[config.mk]
export PLATFORM = sky130hd
export DESIGN_NAME = pwm_timer_ch
export DESIGN_NICKNAME = d
export VERILOG_FILES = /design/src/rtl/pwm_timer_pkg.sv /design/src/rtl/pwm_tick_div.sv /design/src/rtl/pwm_shadow_reg.sv /design/src/rtl/pwm_count_core.sv /design/src/rtl/pwm_cmp_stage.sv /design/src/rtl/pwm_timer_ch.sv
export SDC_FILE = /design/constraint.sdc
export NUM_CORES = 1
export LEC_CHECK = 0
export BUFFER_PORTS_ARGS = -buffer_cell sky130_fd_sc_hd__clkbuf_2
export CAP_MARGIN = 30
export CORE_MARGIN = 2
export CORE_UTILIZATION = 35
export DETAILED_ROUTE_END_ITERATION = 10
export GPL_ROUTABILITY_DRIVEN = 0
export PLACE_DENSITY = 0.63
export SLEW_MARGIN = 5
export SYNTH_ARGS = -nofsm -noshare
export SYNTH_HDL_FRONTEND = slang
export SYNTH_SLANG_ARGS = --single-unit
[constraint.sdc]
create_clock -name clk -period 2.6 [get_ports clk]
set_clock_uncertainty 0.15 [all_clocks]
set_input_delay 0.65 -clock clk [delete_from_list [all_inputs] [get_ports clk]]
set_output_delay 0.65 -clock clk [all_outputs]
set_load 0.01 [all_outputs]
[src/rtl/pwm_timer_pkg.sv]
package pwm_timer_pkg;

  typedef enum logic {
    CMP_LEAD  = 1'b0,
    CMP_TRAIL = 1'b1
  } cmp_mode_e;

  typedef enum logic {
    DIR_UP   = 1'b0,
    DIR_DOWN = 1'b1
  } cnt_dir_e;

  // Reference level: lead mode is active below the threshold (inclusive when counting down).
  function automatic logic ref_active(input logic [31:0] cnt, input logic [31:0] cmp,
                                      input cnt_dir_e dir, input cmp_mode_e mode);
    logic below;
    below = (dir == DIR_DOWN) ? (cnt <= cmp) : (cnt < cmp);
    return (mode == CMP_TRAIL) ? !below : below;
  endfunction

  // Next counter value on a tick.
  function automatic logic [31:0] next_count(input logic [31:0] cnt, input logic [31:0] reload,
                                             input cnt_dir_e dir, input logic at_end);
    if (at_end) return (dir == DIR_DOWN) ? reload : 32'd0;
    return (dir == DIR_DOWN) ? cnt - 32'd1 : cnt + 32'd1;
  endfunction

endpackage

[src/rtl/pwm_tick_div.sv]
module pwm_tick_div #(
  parameter int PSC_W = 16
) (
  input  logic             clk,
  input  logic             rst_n,
  input  logic             run,
  input  logic             clr,
  input  logic             psc_we,
  input  logic [PSC_W-1:0] psc_wdata,
  output logic             tick
);
  logic [PSC_W-1:0] psc_q;
  logic [PSC_W-1:0] phase_q;

  always_ff @(posedge clk) begin
    if (!rst_n)      psc_q <= '0;
    else if (psc_we) psc_q <= psc_wdata;
  end

  assign tick = run && (phase_q >= psc_q);

  always_ff @(posedge clk) begin
    if (!rst_n)    phase_q <= '0;
    else if (clr)  phase_q <= '0;
    else if (tick) phase_q <= '0;
    else if (run)  phase_q <= phase_q + 1'b1;
  end
endmodule

[src/rtl/pwm_shadow_reg.sv]
module pwm_shadow_reg #(
  parameter int           W       = 16,
  parameter logic [W-1:0] RST_VAL = '0
) (
  input  logic         clk,
  input  logic         rst_n,
  input  logic         buf_en,
  input  logic         wr_en,
  input  logic [W-1:0] wr_data,
  input  logic         load,
  output logic [W-1:0] act_q,
  output logic [W-1:0] buf_q
);
  always_ff @(posedge clk) begin
    if (!rst_n) begin
      act_q <= RST_VAL;
      buf_q <= RST_VAL;
    end else begin
      if (load) act_q <= buf_q;
      if (wr_en) begin
        buf_q <= wr_data;
        if (!buf_en) act_q <= wr_data;
      end
    end
  end
endmodule

[src/rtl/pwm_count_core.sv]
module pwm_count_core
  import pwm_timer_pkg::*;
#(
  parameter int W = 16
) (
  input  logic         clk,
  input  logic         rst_n,
  input  logic         tick,
  input  logic         down,
  input  logic         sw_upd,
  input  logic [W-1:0] limit_act,
  input  logic [W-1:0] limit_load,
  output logic [W-1:0] cnt_q,
  output logic         wrap_evt
);
  cnt_dir_e dir;
  logic     at_end;

  assign dir      = cnt_dir_e'(down);
  assign at_end   = (dir == DIR_DOWN) ? (cnt_q == '0) : (cnt_q >= limit_act);
  assign wrap_evt = tick && !sw_upd && at_end;

  always_ff @(posedge clk) begin
    if (!rst_n)      cnt_q <= '0;
    else if (sw_upd) cnt_q <= (dir == DIR_DOWN) ? limit_load : '0;
    else if (tick)   cnt_q <= W'(next_count(32'(cnt_q), 32'(limit_load), dir, at_end));
  end
endmodule

[src/rtl/pwm_cmp_stage.sv]
module pwm_cmp_stage
  import pwm_timer_pkg::*;
#(
  parameter int W = 16
) (
  input  logic [W-1:0] cnt,
  input  logic [W-1:0] thresh,
  input  logic         down,
  input  logic         trail,
  input  logic         invert,
  input  logic         enable,
  output logic         ref_lvl,
  output logic         pin
);
  assign ref_lvl = ref_active(32'(cnt), 32'(thresh), cnt_dir_e'(down), cmp_mode_e'(trail));
  assign pin     = enable & (ref_lvl ^ invert);
endmodule

[src/rtl/pwm_timer_ch.sv]
module pwm_timer_ch #(
  parameter int CNT_W = 16,
  parameter int PSC_W = 16
) (
  input  logic             clk,
  input  logic             rst_n,
  input  logic [PSC_W-1:0] psc_wdata,
  input  logic             psc_we,
  input  logic [CNT_W-1:0] period_wdata,
  input  logic             period_we,
  input  logic [CNT_W-1:0] cmp_wdata,
  input  logic             cmp_we,
  input  logic             cmp_mode,
  input  logic             out_invert,
  input  logic             period_buf_en,
  input  logic             cmp_buf_en,
  input  logic             chan_en,
  input  logic             run,
  input  logic             count_down,
  input  logic             sw_update,
  output logic             pwm_out,
  output logic             update_pulse
);
  localparam int               NSHADOW    = 2;
  localparam int               IDX_PERIOD = 0;
  localparam int               IDX_CMP    = 1;
  localparam logic [CNT_W-1:0] PERIOD_RST = {CNT_W{1'b1}};

  logic [NSHADOW-1:0][CNT_W-1:0] sh_wdata, sh_act, sh_buf;
  logic [NSHADOW-1:0]            sh_we, sh_bufen;

  logic [CNT_W-1:0] arr_act, arr_buf, ccr_act, cnt_q;
  logic             tick, wrap_evt, upd_evt, ref_lvl;

  assign sh_wdata[IDX_PERIOD] = period_wdata;
  assign sh_we[IDX_PERIOD]    = period_we;
  assign sh_bufen[IDX_PERIOD] = period_buf_en;
  assign sh_wdata[IDX_CMP]    = cmp_wdata;
  assign sh_we[IDX_CMP]       = cmp_we;
  assign sh_bufen[IDX_CMP]    = cmp_buf_en;

  assign upd_evt = sw_update | wrap_evt;

  for (genvar g = 0; g < NSHADOW; g++) begin : g_shadow
    pwm_shadow_reg #(
      .W      (CNT_W),
      .RST_VAL((g == IDX_PERIOD) ? PERIOD_RST : {CNT_W{1'b0}})
    ) u_reg (
      .clk    (clk),
      .rst_n  (rst_n),
      .buf_en (sh_bufen[g]),
      .wr_en  (sh_we[g]),
      .wr_data(sh_wdata[g]),
      .load   (upd_evt),
      .act_q  (sh_act[g]),
      .buf_q  (sh_buf[g])
    );
  end

  assign arr_act = sh_act[IDX_PERIOD];
  assign arr_buf = sh_buf[IDX_PERIOD];
  assign ccr_act = sh_act[IDX_CMP];

  pwm_tick_div #(.PSC_W(PSC_W)) u_div (
    .clk      (clk),
    .rst_n    (rst_n),
    .run      (run),
    .clr      (sw_update),
    .psc_we   (psc_we),
    .psc_wdata(psc_wdata),
    .tick     (tick)
  );

  pwm_count_core #(.W(CNT_W)) u_cnt (
    .clk       (clk),
    .rst_n     (rst_n),
    .tick      (tick),
    .down      (count_down),
    .sw_upd    (sw_update),
    .limit_act (arr_act),
    .limit_load(arr_buf),
    .cnt_q     (cnt_q),
    .wrap_evt  (wrap_evt)
  );

  pwm_cmp_stage #(.W(CNT_W)) u_cmp (
    .cnt    (cnt_q),
    .thresh (ccr_act),
    .down   (count_down),
    .trail  (cmp_mode),
    .invert (out_invert),
    .enable (chan_en),
    .ref_lvl(ref_lvl),
    .pin    (pwm_out)
  );

  always_ff @(posedge clk) begin
    if (!rst_n) update_pulse <= 1'b0;
    else        update_pulse <= upd_evt;
  end
endmodule

==> metrics.log <==
[metrics] result of the run: finished, violations left
[metrics] violations in the final reports: negative setup slack
[metrics] number of antenna violations at the first check in global routing: 0
[metrics] die extent in y: 140.0 um
[metrics] commonest register cell after synthesis: dfxtp_1
[metrics] total area of multi-input combinational cells: 0.004641 mm2
[metrics] Storage cell area: 0.002273 mm2
[metrics] DRC marker count from the first detailed-route iteration: 268
[metrics] via/cell ratio: 5.264
[metrics] DR DRC count: 0
[metrics] Maximum Capacitance Violations: 0
[metrics] VDD IR-drop max: 0.5337 mV
[metrics] area enclosed by the die boundary: 0.01959 mm2
[metrics] adder-cell share of the synthesized area: 12.49%
[metrics] number of placed I/O pins: 63
[metrics] Port-buffer cells: 62
[metrics] cts-stage hold buffer count: 0
[metrics] CORE AREA: 0.01802 mm2
[metrics] Hold Fails Final Rpt: 0
[metrics] initial core utilization: 35.90%
[metrics] Pwr Density: 604.8 mW/mm2
[metrics] via count of the first global-routing pass: 6211
[metrics] XOR/XNOR share of the synthesized area: 3.519%
[metrics] global routing usage summed across all routing layers: 19.78%
[metrics] clock sink count: 113
[metrics] count of antenna diodes in the layout: 0
[metrics] maximum clock frequency: 309.0 MHz
[metrics] main combinational cell family by area after synthesis: compound AO/OA/AOI/OAI gates
[metrics] endpoint required time on the critical path: 1800 ps
[metrics] most frequent cell on the critical path: o21a_1
[metrics] Post-DP Area: 0.007685 mm2
[metrics] average cell area after synthesis: 8.372 um2
[metrics] average wire per cell in the routed design: 16.51 um
[metrics] cell type of the slowest stage on the worst timing path: dfxtp_2
[metrics] most used cells in the layout excluding fill and tap cells: dfxtp_1 (104), buf_4 (89), clkbuf_2 (61), nand2_1 (59), ha_1 (55)
[metrics] fraction of layout cells with a size suffix above 1: 37.93%
[metrics] Critical Path Max Stage Delay: 340 ps
[metrics] count of flip-flops with a built-in enable after synthesis: 0
[metrics] placed wire-length estimate: 11990 um
[metrics] CP Max Fanout: 2
[metrics] row count: 49
[metrics] synthesis-to-layout area growth: 48.20%
[metrics] Pre-antenna DRT Iters: 5
[metrics] antenna violation net count after detailed routing: 0
[metrics] H-tree levels: 4
[metrics] final setup margin: -635.7 ps
[metrics] clock-pin transition on the worst setup and hold timing paths: 60 ps
[metrics] GRT overflow: 0
[metrics] post-synthesis simple-gate area fraction: 17.75%
[metrics] Net Count, Synth: 898
[metrics] post-placement cell count: 1115
[metrics] shortest clock period the worst path allows after layout: 3236 ps
[metrics] register bit total from synthesis: 113
[metrics] Worst Setup Start Kind: flip-flop
[metrics] count of vias placed by the detailed router: 6201
[metrics] compound-cell area share of the yosys netlist: 18.64%
[metrics] Critical Setup Path Class: flip-flop to output pin
[metrics] buffer type at the clock tree root: clkbuf_16
[metrics] most common library cell in the layout ignoring fill and taps: dfxtp_1
[metrics] Async S/R FF share, synth: 0%
[metrics] mapped cell area: 0.006471 mm2
[metrics] total setup violations reported at the end of the flow: 59
[metrics] deepest clock path buffer count: 2
[metrics] Skew-Pair Late Insertion Delay: 430 ps
[metrics] classification of the worst-slack hold path: input port to flip-flop
[metrics] sequential cell area fraction in the yosys report: 34.96%
[metrics] Final Non-Filler Cells: 1178
[metrics] TritonCTS clock tree: done
[metrics] number of nets in the layout: 1062
[metrics] setup repair after global routing missed its margin: yes
[metrics] core utilization of the finished layout: 53.21%
[metrics] standby leakage power: 4.250 nW
[metrics] number of warnings printed during yosys synthesis: 0
[metrics] largest net degree at the start of global routing: 41
[metrics] Slew Limit Headroom: 64.81%
[metrics] final number of max-transition violations: 0
[metrics] DP Worst Slack: -419.3 ps
[metrics] Crit. End Element: output pin
[metrics] filler instances: 1600
[metrics] post-synthesis mux area share: 6.497%
[metrics] Die Span X: 140.0 um
[metrics] Gate Count Post-Synth: 773
[metrics] post-route cell area: 0.009590 mm2
[metrics] wire length of the first global-routing pass: 30960 um
[metrics] CP Cell Sequence: ha_4, nor2b_1, o21a_1, o21a_1, o21a_1, o21a_1, o31ai_4, xnor2_1, and2_4, buf_6
[metrics] critical path arrival: 2440 ps
[metrics] clock buffers created by TritonCTS: 17
[metrics] share of the cycle needed by the critical path after routing: 124.5%
[metrics] aggregate routed wire length: 19450 um
[metrics] number of distinct standard cells referenced by the synthesized netlist: 61
[metrics] Slew @ Worst Pin: 527.8 ps
-- state kept, by name, summed over array words and instances, names as in the netlist --
name,count
g_shadow.u_reg.act_q,32
u_cnt.cnt_q,16
update_pulse,1
u_div.psc_q,16
g_shadow.u_reg.buf_q,32
u_div.phase_q,16
-- cell families (layout without fill, tap and decap cells) --
family,Yosys count,after routing
muxes,42,42
AOI/OAI and AO/OA,183,184
DFF,113,113
adders and majority gates,64,64
buffers and inverters,94,267
xor gates and xnor gates,26,26
and+or+nand+nor,251,253
-- Yosys cell counts, drive strengths merged (3+ instances only) --
library cell	n	share of area [%]
dfxtp	113	35
nor2	98	5.7
a21oi	69	5.3
nand2	64	3.8
ha	63	12
inv	55	3.2
mux2i	42	6.5
o21ai	29	2.2
nand3	24	1.9
clkbuf	22	1.3
nand2b	20	1.9
buf	17	1.7
o221ai	17	2.3
nand4	14	1.4
xor2	14	1.9
xnor2	12	1.6
a21o	11	1.3
o21a	11	1.3
a22oi	7	0.81
nor2b	6	0.70
a211oi	5	0.58
a31oi	5	0.48
and2	5	0.52
and3	4	0.39
nor3	4	0.31
nor4	4	0.39
nand3b	3	0.35
o21bai	3	0.35
or3	3	0.29
-- worst paths after layout --
check / startpoint / end / slack (ps) / depth (start not counted)
hold reg to reg: u_div.psc_q[11] / u_div.psc_q[11] / 340 / 2
setup / recovery: u_cnt.cnt_q[1] / pwm_out / -640 / 10
hold / removal: period_wdata[3] / g_shadow[0].u_reg.buf_q[3] / 310 / 3
setup reg to reg: u_div.psc_q[13] / g_shadow[0].u_reg.act_q[0] / -180 / 13
-- final cells by class --
cell class | instances | area share (%)
Clock inverter | 14 | 2.374
Multi-Input combinational cell | 569 | 48.39
Inverter | 55 | 2.153
Timing Repair Buffer | 181 | 15.96
Sequential cell | 113 | 23.71
Clock buffer | 17 | 4.436
Tap cell | 229 | 2.988
-- worst max-delay path: cells and delay by family (launching register included) --
| kind | cells | cell delay [ps] |
|---|---|---|
| simple gates | 2 | 270 |
| xor+xnor | 1 | 140 |
| buf+inv | 1 | 90 |
| compound gates | 5 | 940 |
| fa+ha+maj | 1 | 230 |
| flops | 1 | 340 |
-- stage by stage --
stage,power (mW),hold WS [ps],TNS [ps]
after floorplan,2.540,306.6,-16.20
after CTS,5.707,302.0,-4951
final,5.801,309.7,-5611
after global placement,2.880,326.2,-14820
after global routing,6.044,321.6,-11990
after detailed placement,2.892,335.4,-14650
-- routing by layer --
| layer | vias to the layer above | routed length (um) | global-route usage (%) | part of all wire, % |
|---|---|---|---|---|
| met5 | - | 0 | 0 | 0 |
| met4 | 0 | 753 | 9.000 | 3.9 |
| met3 | 56 | 864 | 4.581 | 4.4 |
| met2 | 154 | 9385 | 32.97 | 48 |
| met1 | 2936 | 8450 | 24.34 | 43 |
| li1 | 3055 | - | - | - |
-- repair_timing --
action	in CTS	in global routing
buffers inserted	18	4
hold endpoints to repair	0	0
pin swaps	78	47
gates resized for setup	128	76
setup endpoints to repair	66	66
cloned	11	1
-- power by group --
| part | total, mW | switching [mW] | leakage (nW) | internal, mW |
|---|---|---|---|---|
| Combinational | 1.26 | 0.638 | 3.00 | 0.622 |
| Clock | 2.61 | 0.901 | 0.316 | 1.71 |
| Sequential | 1.93 | 0.0861 | 0.936 | 1.84 |
Power figures use the tool's default switching activity.
